===== src/rtl/gb_pkg.sv =====
package gb_pkg;

    typedef enum logic [2:0] {
        ST_IDLE = 3'd0,
        ST_FILL = 3'd1,
        ST_MARK = 3'd2,
        ST_PEER = 3'd3,
        ST_SELF = 3'd4,
        ST_HEAL = 3'd5,
        ST_END  = 3'd6
    } gb_state_e;

endpackage


===== src/rtl/gb_seq.sv =====
module gb_seq
    import gb_pkg::*;
#(
    parameter int ROW_W  = 4,
    parameter int COL_W  = 3,
    parameter int DATA_W = 8
) (
    input  logic              clk,
    input  logic              rst_n,
    input  logic              start,
    input  logic              row_mode,
    output logic [ROW_W+COL_W-1:0] op_addr,
    output logic              op_we,
    output logic              op_re,
    output logic [DATA_W-1:0] op_wdata,
    output logic [DATA_W-1:0] op_exp,
    output logic              op_clr,
    output logic              run_busy,
    output logic              run_done
);

    localparam int AW    = ROW_W + COL_W;
    localparam int MAXW  = (ROW_W > COL_W) ? ROW_W : COL_W;
    localparam int IW    = MAXW + 1;
    localparam int ROW_N = 1 << ROW_W;
    localparam int COL_N = 1 << COL_W;
    localparam logic [AW-1:0] LAST_ADDR = {AW{1'b1}};

    typedef struct packed {
        gb_state_e       st;
        logic [AW-1:0]   tc;
        logic [IW-1:0]   pi;
        logic            bg;
        logic            pass;
        logic            mode;
    } seq_t;

    seq_t s_d, s_q;

    logic [ROW_W-1:0]  tc_row;
    logic [COL_W-1:0]  tc_col;
    logic [IW-1:0]     own_idx;
    logic [IW-1:0]     last_idx;
    logic [IW-1:0]     first_idx;
    logic [IW-1:0]     step_idx;
    logic [IW-1:0]     next_idx;
    logic [AW-1:0]     peer_addr;
    logic [DATA_W-1:0] bg_word;

    always_comb begin
        tc_row    = s_q.tc[AW-1:COL_W];
        tc_col    = s_q.tc[COL_W-1:0];
        own_idx   = s_q.mode ? IW'(tc_col) : IW'(tc_row);
        last_idx  = s_q.mode ? IW'(COL_N - 1) : IW'(ROW_N - 1);
        first_idx = (own_idx == '0) ? IW'(1) : '0;
        step_idx  = s_q.pi + IW'(1);
        next_idx  = (step_idx == own_idx) ? (s_q.pi + IW'(2)) : step_idx;
        peer_addr = s_q.mode ? {tc_row, s_q.pi[COL_W-1:0]}
                             : {s_q.pi[ROW_W-1:0], tc_col};
        bg_word   = {DATA_W{s_q.bg}};
    end

    always_comb begin
        s_d      = s_q;
        op_addr  = '0;
        op_we    = 1'b0;
        op_re    = 1'b0;
        op_wdata = '0;
        op_exp   = '0;
        op_clr   = 1'b0;
        run_busy = (s_q.st != ST_IDLE);
        run_done = 1'b0;

        unique case (s_q.st)
            ST_IDLE: begin
                if (start) begin
                    op_clr    = 1'b1;
                    s_d.mode  = row_mode;
                    s_d.bg    = 1'b0;
                    s_d.pass  = 1'b0;
                    s_d.tc    = '0;
                    s_d.pi    = '0;
                    s_d.st    = ST_FILL;
                end
            end
            ST_FILL: begin
                op_we    = 1'b1;
                op_addr  = s_q.tc;
                op_wdata = bg_word;
                s_d.tc   = s_q.tc + AW'(1);
                if (s_q.tc == LAST_ADDR) begin
                    s_d.st = ST_MARK;
                end
            end
            ST_MARK: begin
                op_we    = 1'b1;
                op_addr  = s_q.tc;
                op_wdata = ~bg_word;
                s_d.pi   = first_idx;
                s_d.st   = ST_PEER;
            end
            ST_PEER: begin
                op_re   = 1'b1;
                op_addr = peer_addr;
                op_exp  = bg_word;
                s_d.st  = ST_SELF;
            end
            ST_SELF: begin
                op_re   = 1'b1;
                op_addr = s_q.tc;
                op_exp  = ~bg_word;
                if (next_idx > last_idx) begin
                    s_d.st = ST_HEAL;
                end else begin
                    s_d.pi = next_idx;
                    s_d.st = ST_PEER;
                end
            end
            ST_HEAL: begin
                op_we    = 1'b1;
                op_addr  = s_q.tc;
                op_wdata = bg_word;
                s_d.tc   = s_q.tc + AW'(1);
                if (s_q.tc == LAST_ADDR) begin
                    if (!s_q.pass) begin
                        s_d.pass = 1'b1;
                        s_d.bg   = 1'b1;
                        s_d.st   = ST_FILL;
                    end else begin
                        s_d.st = ST_END;
                    end
                end else begin
                    s_d.st = ST_MARK;
                end
            end
            ST_END: begin
                run_done = 1'b1;
                s_d.st   = ST_IDLE;
            end
            default: begin
                s_d.st = ST_IDLE;
            end
        endcase
    end

    always_ff @(posedge clk or negedge rst_n) begin
        if (!rst_n) begin
            s_q <= '{st: ST_IDLE, tc: '0, pi: '0, bg: 1'b0, pass: 1'b0, mode: 1'b0};
        end else begin
            s_q <= s_d;
        end
    end

endmodule


===== src/rtl/gb_cmp.sv =====
module gb_cmp #(
    parameter int AW     = 7,
    parameter int DATA_W = 8
) (
    input  logic              clk,
    input  logic              rst_n,
    input  logic              clr,
    input  logic              rd_en,
    input  logic [AW-1:0]     rd_addr,
    input  logic [DATA_W-1:0] rd_exp,
    input  logic [DATA_W-1:0] rd_data,
    output logic              fail,
    output logic [AW-1:0]     fail_addr,
    output logic [DATA_W-1:0] fail_exp,
    output logic [DATA_W-1:0] fail_act
);

    typedef struct packed {
        logic              pend;
        logic [AW-1:0]     paddr;
        logic [DATA_W-1:0] pexp;
        logic              bad;
        logic [AW-1:0]     faddr;
        logic [DATA_W-1:0] fexp;
        logic [DATA_W-1:0] fact;
    } cmp_t;

    cmp_t c_d, c_q;
    logic mismatch;

    always_comb begin
        c_d       = c_q;
        c_d.pend  = rd_en;
        c_d.paddr = rd_addr;
        c_d.pexp  = rd_exp;
        mismatch  = c_q.pend && (rd_data != c_q.pexp);
        if (clr) begin
            c_d.bad   = 1'b0;
            c_d.faddr = '0;
            c_d.fexp  = '0;
            c_d.fact  = '0;
        end else if (mismatch && !c_q.bad) begin
            c_d.bad   = 1'b1;
            c_d.faddr = c_q.paddr;
            c_d.fexp  = c_q.pexp;
            c_d.fact  = rd_data;
        end
    end

    always_ff @(posedge clk or negedge rst_n) begin
        if (!rst_n) begin
            c_q <= '0;
        end else begin
            c_q <= c_d;
        end
    end

    assign fail      = c_q.bad;
    assign fail_addr = c_q.faddr;
    assign fail_exp  = c_q.fexp;
    assign fail_act  = c_q.fact;

endmodule


===== src/rtl/gb_engine.sv =====
module gb_engine #(
    parameter int ROW_W  = 4,
    parameter int COL_W  = 3,
    parameter int DATA_W = 8
) (
    input  logic                   clk,
    input  logic                   rst_n,
    input  logic                   start,
    input  logic                   row_mode,
    output logic [ROW_W+COL_W-1:0] mem_addr,
    output logic                   mem_we,
    output logic                   mem_re,
    output logic [DATA_W-1:0]      mem_wdata,
    input  logic [DATA_W-1:0]      mem_rdata,
    output logic                   busy,
    output logic                   done,
    output logic                   fail,
    output logic [ROW_W+COL_W-1:0] fail_addr,
    output logic [DATA_W-1:0]      fail_exp,
    output logic [DATA_W-1:0]      fail_act
);

    localparam int AW = ROW_W + COL_W;

    logic [DATA_W-1:0] op_exp;
    logic              op_clr;

    gb_seq #(
        .ROW_W  (ROW_W),
        .COL_W  (COL_W),
        .DATA_W (DATA_W)
    ) u_seq (
        .clk      (clk),
        .rst_n    (rst_n),
        .start    (start),
        .row_mode (row_mode),
        .op_addr  (mem_addr),
        .op_we    (mem_we),
        .op_re    (mem_re),
        .op_wdata (mem_wdata),
        .op_exp   (op_exp),
        .op_clr   (op_clr),
        .run_busy (busy),
        .run_done (done)
    );

    gb_cmp #(
        .AW     (AW),
        .DATA_W (DATA_W)
    ) u_cmp (
        .clk       (clk),
        .rst_n     (rst_n),
        .clr       (op_clr),
        .rd_en     (mem_re),
        .rd_addr   (mem_addr),
        .rd_exp    (op_exp),
        .rd_data   (mem_rdata),
        .fail      (fail),
        .fail_addr (fail_addr),
        .fail_exp  (fail_exp),
        .fail_act  (fail_act)
    );

endmodule


===== config.mk =====
export PLATFORM = sky130hd
export DESIGN_NAME = gb_engine
export DESIGN_NICKNAME = d
export VERILOG_FILES = /design/src/rtl/gb_pkg.sv /design/src/rtl/gb_seq.sv /design/src/rtl/gb_cmp.sv /design/src/rtl/gb_engine.sv
export SDC_FILE = /design/constraint.sdc
export NUM_CORES = 1
export LEC_CHECK = 0
export ABC_CLOCK_PERIOD_IN_PS = 7800
export BUFFER_PORTS_ARGS = -buffer_cell sky130_fd_sc_hd__buf_2
export CAP_MARGIN = 30
export CORE_ASPECT_RATIO = 2
export CORE_MARGIN = 10
export CORE_UTILIZATION = 46
export CTS_CLUSTER_DIAMETER = 50
export CTS_CLUSTER_SIZE = 28
export DETAILED_ROUTE_END_ITERATION = 6
export PLACE_DENSITY_LB_ADDON = 0.1
export SKIP_CTS_REPAIR_TIMING = 1
export SLEW_MARGIN = 5
export SYNTH_ARGS = -nofsm -noshare
export SYNTH_HDL_FRONTEND = slang
export SYNTH_SLANG_ARGS = --single-unit

===== constraint.sdc =====
create_clock -name clk -period 7.8 [get_ports clk]
set_input_delay 1.56 -clock clk [delete_from_list [all_inputs] [get_ports clk]]
set_output_delay 1.56 -clock clk [all_outputs]
set_load 0.01 [all_outputs]

# After elaboration in Yosys (flattened, before gate mapping)
# Cells that the tools add are included.
dict set report word_totals {
  ff_bits 58
  out_inout_bits 43
  word_cells 79
}
dict set report classes {
  bitwise 1
  order_cmp 1
  n_eq_ne 14
  n_reduce_logical 20
  addsub 3
  muxes 27
}
# cell n
set ops {}
lappend ops {{2-to-1 mux 24 bit} 2}
lappend ops {{one-hot mux 8 bit (2 select lines)} 2}
lappend ops {{one-hot mux 7 bit (2 select lines)} 2}
lappend ops {{2-to-1 mux 18 bit} 1}
lappend ops {{one-hot mux 3 bit (6 select lines)} 1}
lappend ops {{one-hot mux 5 bit (3 select lines)} 1}
lappend ops {{2-to-1 mux 3 bit} 4}
lappend ops {{2-to-1 mux 5 bit} 2}
lappend ops {{== test 3 bit (second input constant)} 3}
lappend ops {{2-to-1 mux 4 bit} 2}
lappend ops {{inequality test 8 bit} 1}
lappend ops {{inverter 8 bit} 1}
lappend ops {{adder 7 x 1 -> 7 bit (second input constant)} 1}
lappend ops {{== test 7 bit (second input constant)} 1}
lappend ops {{2-to-1 mux 7 bit} 1}
lappend ops {{== test 3 x 2 -> 1 bit (second input constant)} 2}
lappend ops {{2-to-1 mux 1 bit} 6}
lappend ops {{inequality test 2 bit (second input constant)} 3}
lappend ops {{AND reduction 2 bit} 3}
lappend ops {{AND reduction 3 bit} 2}
lappend ops {{nonzero test 2 bit} 3}
lappend ops {{nonzero test 3 bit} 2}
lappend ops {{adder 5 x 1 -> 5 bit (second input constant)} 1}
lappend ops {{adder 5 x 2 -> 5 bit (second input constant)} 1}
lappend ops {{14 further kinds} 18}

# Logic depth before layout (Yosys ltp)
dict set report depth {
  depth_word 6
  depth_mapped 13
  depth_no_buf 13
}

# Cells and area by module
# From an unflattened synthesis, not the netlist that was laid out.
dict set report unflattened {
  cells_unflattened 365
  area_unflattened_um2 3544.6
}
# module n_inst seq_area_each_um2 area_per_inst_um2 cells_each
set modules_own_cells {}
lappend modules_own_cells {gb_cmp 1 1001.0 1864.3 153}
lappend modules_own_cells {gb_seq 1 450.4 1680.4 212}

# Worst setup path before layout
# No wires, ideal clock.
dict set report synth_path {
  path_type {register to output}
  start {register u_seq.s_q[16] (netlist bit)}
  end {output port mem_wdata[1]}
  path_stages_with_launch 6
  setup_slack_ns 4.396
  arrival_ns 1.844
  n_path_buf 2
  path_cell_list {dfrtp_1 > clkbuf_1 > nor2b_1 > nand2_1 > o21ai_0 > buf_4}
}
dict set report synth_via {
  elab_chain_cells 3
  word_cells_on_any_way 5
}
# element line_no
set synth_lines {}
lappend synth_lines {{from (decl)} gb_seq.sv:38} ;# seq_t s_d, s_q;
lappend synth_lines {{from (signal assigned)} gb_seq.sv:148} ;# s_q <= '{st: ST_IDLE, tc: '0, pi: '0, bg: 1'b0, pass: 1'b0, mode: 1'b0};
lappend synth_lines {{== test 3 x 1 -> 1 bit or == test 3 bit (tied branches)} gb_seq.sv:74} ;# unique case (s_q.st)
lappend synth_lines {{OR reduction 2 bit (no line)} n/a}
lappend synth_lines {{one-hot mux 8 bit (2 select lines) *} gb_seq.sv:74}
lappend synth_lines {{to (decl)} gb_engine.sv:13} ;# output logic [DATA_W-1:0] mem_wdata,
# Every way passes the cells marked *; elsewhere a longest branch is shown, timed or not.

# Worst setup path in the final report
dict set report layout_path {
  start {register u_seq.s_q[16] (netlist bit)}
  end {output port mem_addr[3]}
}
dict set report layout_via {
  elab_chain_cells 3
  word_cells_on_any_way 7
}
# element line_no
set layout_lines {}
lappend layout_lines {{== test 3 x 1 -> 1 bit (tied with other cells)} gb_seq.sv:74}
lappend layout_lines {{OR reduction 4 bit (no line)} n/a}
lappend layout_lines {{one-hot mux 7 bit (2 select lines) *} gb_seq.sv:74}
lappend layout_lines {{to (decl)} gb_engine.sv:10} ;# output logic [ROW_W+COL_W-1:0] mem_addr,
# Marked as above.

==> implementation parameters <==
Parameter                              Value

Power
  Maximum vdd ir drop    0.2071 mV
  Total Power Consumption    0.4779 mW
  Leakage power figure    1.530 nW
  Total power divided by cell area    168.0 nW/um2

Detailed routing
  Drt drc    0
  Aggregate routed wire length    6297 um
  Routed wire per std cell    17.89 um
  Post-detailed-route via-to-cell ratio    5.540
  Detail Route Antenna Nets    0
  Total vias in the final route    1,950
  Number of optimization iterations in the first detailed-route pass    4
  Initial DRC Count    89

Clock network
  Level count of the clock H-tree    2
  Clk Tree Root Cell    clkbuf_16
  Clock latency on the worst-skew pair    0.29 ns
  Clock tree from TritonCTS    yes
  TritonCTS sink count    44
  Inserted Clock Buffers    5
  Largest buffer count on any clock path    2
  Clock slew seen by the registers of the worst setup and hold paths    0.06 ns

Critical path
  WS Path Type    reg2out
  Critical Path Start Type    register
  Data required, critical path    6.24 ns
  Number of cell instances on the worst register-to-register path    13
  Critical Path End Type    output port
  Max FO, Critical Path    12
  Data arrival at the endpoint of the critical path    2.07 ns

Timing
  Tmin final    3.629 ns
  Worst-margin pin slew    0.7701 ns
  Final Hold Fails    0
  Post-Route Skew    0.004103 ns
  Maximum clock frequency    275.6 MHz
  Fin crit share    46.52%
  Final Slew Violations    0
  Final number of setup-violating endpoints    0
  Unrepaired setup endpoints after global routing    no
  Setup Total Neg Slack    0 ns
  Worst max-slew margin expressed relative to the limit    48.66%

Place
  Count of input and output buffers    54
  Placed cell count    344
  HPWL after DPL    4889 um
  Global placement routability congestion    0.8569

Global route
  Pin count of the biggest net entering global routing    30
  Via count of the first global-routing pass    1,982
  Antenna violations before repair    0
  All-Layer GR Usage    13.53%
  Wire length of the first global-routing pass    10,040 um
  Grt total ovfl    0

Synth
  Syn_area_per_cell    9.583 um2
  Number of enable flip-flop cells after synthesis    0
  Cell count after synthesis    276
  Area of the mapped netlist    2645 um2
  Flop and latch count out of synthesis    44
  Number of warning messages in the yosys log    0
  Post-synthesis net count    292
  Distinct cell type count after synthesis    47
  Share of synthesized registers carrying an async set or reset    100.0%
  Most instantiated flip-flop cell in the synthesis netlist    dfrtp_1
  Register area share after synthesis    41.63%

Floorplanning
  Number of top-level design ports    55
  Die H    127.2 um
  Effective utilization at floorplan    46.73%
  Number of placement rows    39
  Core box area    5660 um2
  Area of the die    9367 um2
  Chip Width    73.62 um

Cells and area
  Utilization of the core after routing    50.24%
  Final Non-Filler Cells    352
  Post-layout nets    306
  Storage element area    1101 um2
  Leading cell type in the layout, fill and taps excluded    buf_2
  Highest-count cells in the layout ignoring fill and taps    buf_2, dfrtp_1, nand2_1, nor2_1, mux2i_1
  Antenna fix cells    0
  Fill cell instance count of the final layout    514
  Growth of design area from synthesis to finish    7.521%
  Fraction of final layout cells with drive strength greater than 1    24.74%
  Footprint of the multi-input gates    1179 um2

Hold path
  Number of cells on the worst hold path    2
  Type of the most critical hold path    reg2reg

Job
  Maximum Capacitance Violations    0

Run status
  Result of the run    completed
## cell type report
cell class                      count  share of cell area, %
Clock buffer                        6                  4.531
Timing Repair Buffer               56                  10.73
Sequential cell                    44                  38.72
Inverter                            5                 0.6599
Clock inverter                      2                  1.232
Multi-Input combinational cell    178                  41.44
Tap cell                           61                  2.684
## metal layers
| metal | share of wire (%) | GRT usage (%) | up-vias |
|---|---|---|---|
| li1 | - | - | 955 |
| met1 | 35 | 12.86 | 938 |
| met2 | 55 | 24.95 | 43 |
| met3 | 5.4 | 3.411 | 14 |
| met4 | 4.1 | 7.056 | 0 |
| met5 | 0 | 0 | - |
## logic make-up (layout without fill, tap and decap cells)
family / after synthesis / after routing / share of synthesized area [%]
AO/OA/AOI/OAI: 41 / 41 / 10.31
XOR/XNOR: 10 / 10 / 4.115
adder cells (fa/ha/maj): 4 / 4 / 1.892
buffers and inverters: 54 / 69 / 13.81
flip-flops: 44 / 44 / 41.63
multiplexers: 22 / 22 / 8.798
AND/OR/NAND/NOR: 101 / 101 / 19.44
## registers in the layout, summed over array words and instances (netlist names)
name             count
u_cmp.fail_act       8
u_seq.s_q           17
u_cmp.fail_addr      7
u_cmp.c_q            9
u_cmp.fail           1
u_seq.bg_word        1
u_cmp.fail_exp       1
## cells in the mapped netlist (all sizes together), types with 5 or more instances
library cell,n,area [um2]
nand3,13,65.06
inv,5,18.77
xnor2,5,51.30
o21ai,20,100.1
nand2,28,107.6
dfrtp,44,1101
nor3,5,25.02
nor2,26,100.1
buf,46,335.3
nand4,7,58.81
mux2i,22,232.7
## final timing paths
path / from / endpoint / slack, ns
worst max-delay path: u_seq.s_q[16] / mem_addr[3] / 4.17
worst min-delay path: u_cmp.c_q[37] / u_cmp.fail_addr[5] / 0.49
worst max register to register: u_seq.s_q[3] / u_seq.s_q[5] / 4.43
worst min register to register: u_cmp.c_q[37] / u_cmp.fail_addr[5] / 0.49
max in group asynchronous: rst_n / u_cmp.fail_addr[4] / 6.14
min in group asynchronous: rst_n / u_cmp.fail_act[2] / 1.18
## report_power, final
group | internal [mW] | leakage [nW] | switching (mW)
Combinational | 0.00346 | 0.883 | 0.00682
Clock | 0.151 | 0.0808 | 0.0887
Sequential | 0.228 | 0.566 | 0
## critical path, cell delays in order (launching register included)
cell and delay (ns):
dfrtp_1 0.50, nor2b_1 0.35, nand2_1 0.16, nor2_1 0.38
a22o_1 0.25, buf_2 0.14
## metrics by stage
| step | hold slack, ns | instance area (um2) | setup WS (ns) |
|---|---|---|---|
| CTS | 0.4942 | 2844 | 4.178 |
| global route | 0.5158 | 2844 | 3.935 |
| global placement | 0.4677 | 2645 | 4.484 |
| finish | 0.4855 | 2844 | 4.171 |
| detailed placement | 0.4761 | 2680 | 4.448 |
| floorplan | 0.4562 | 2645 | 4.396 |
No activity file was read; power rests on OpenSTA's default activity.
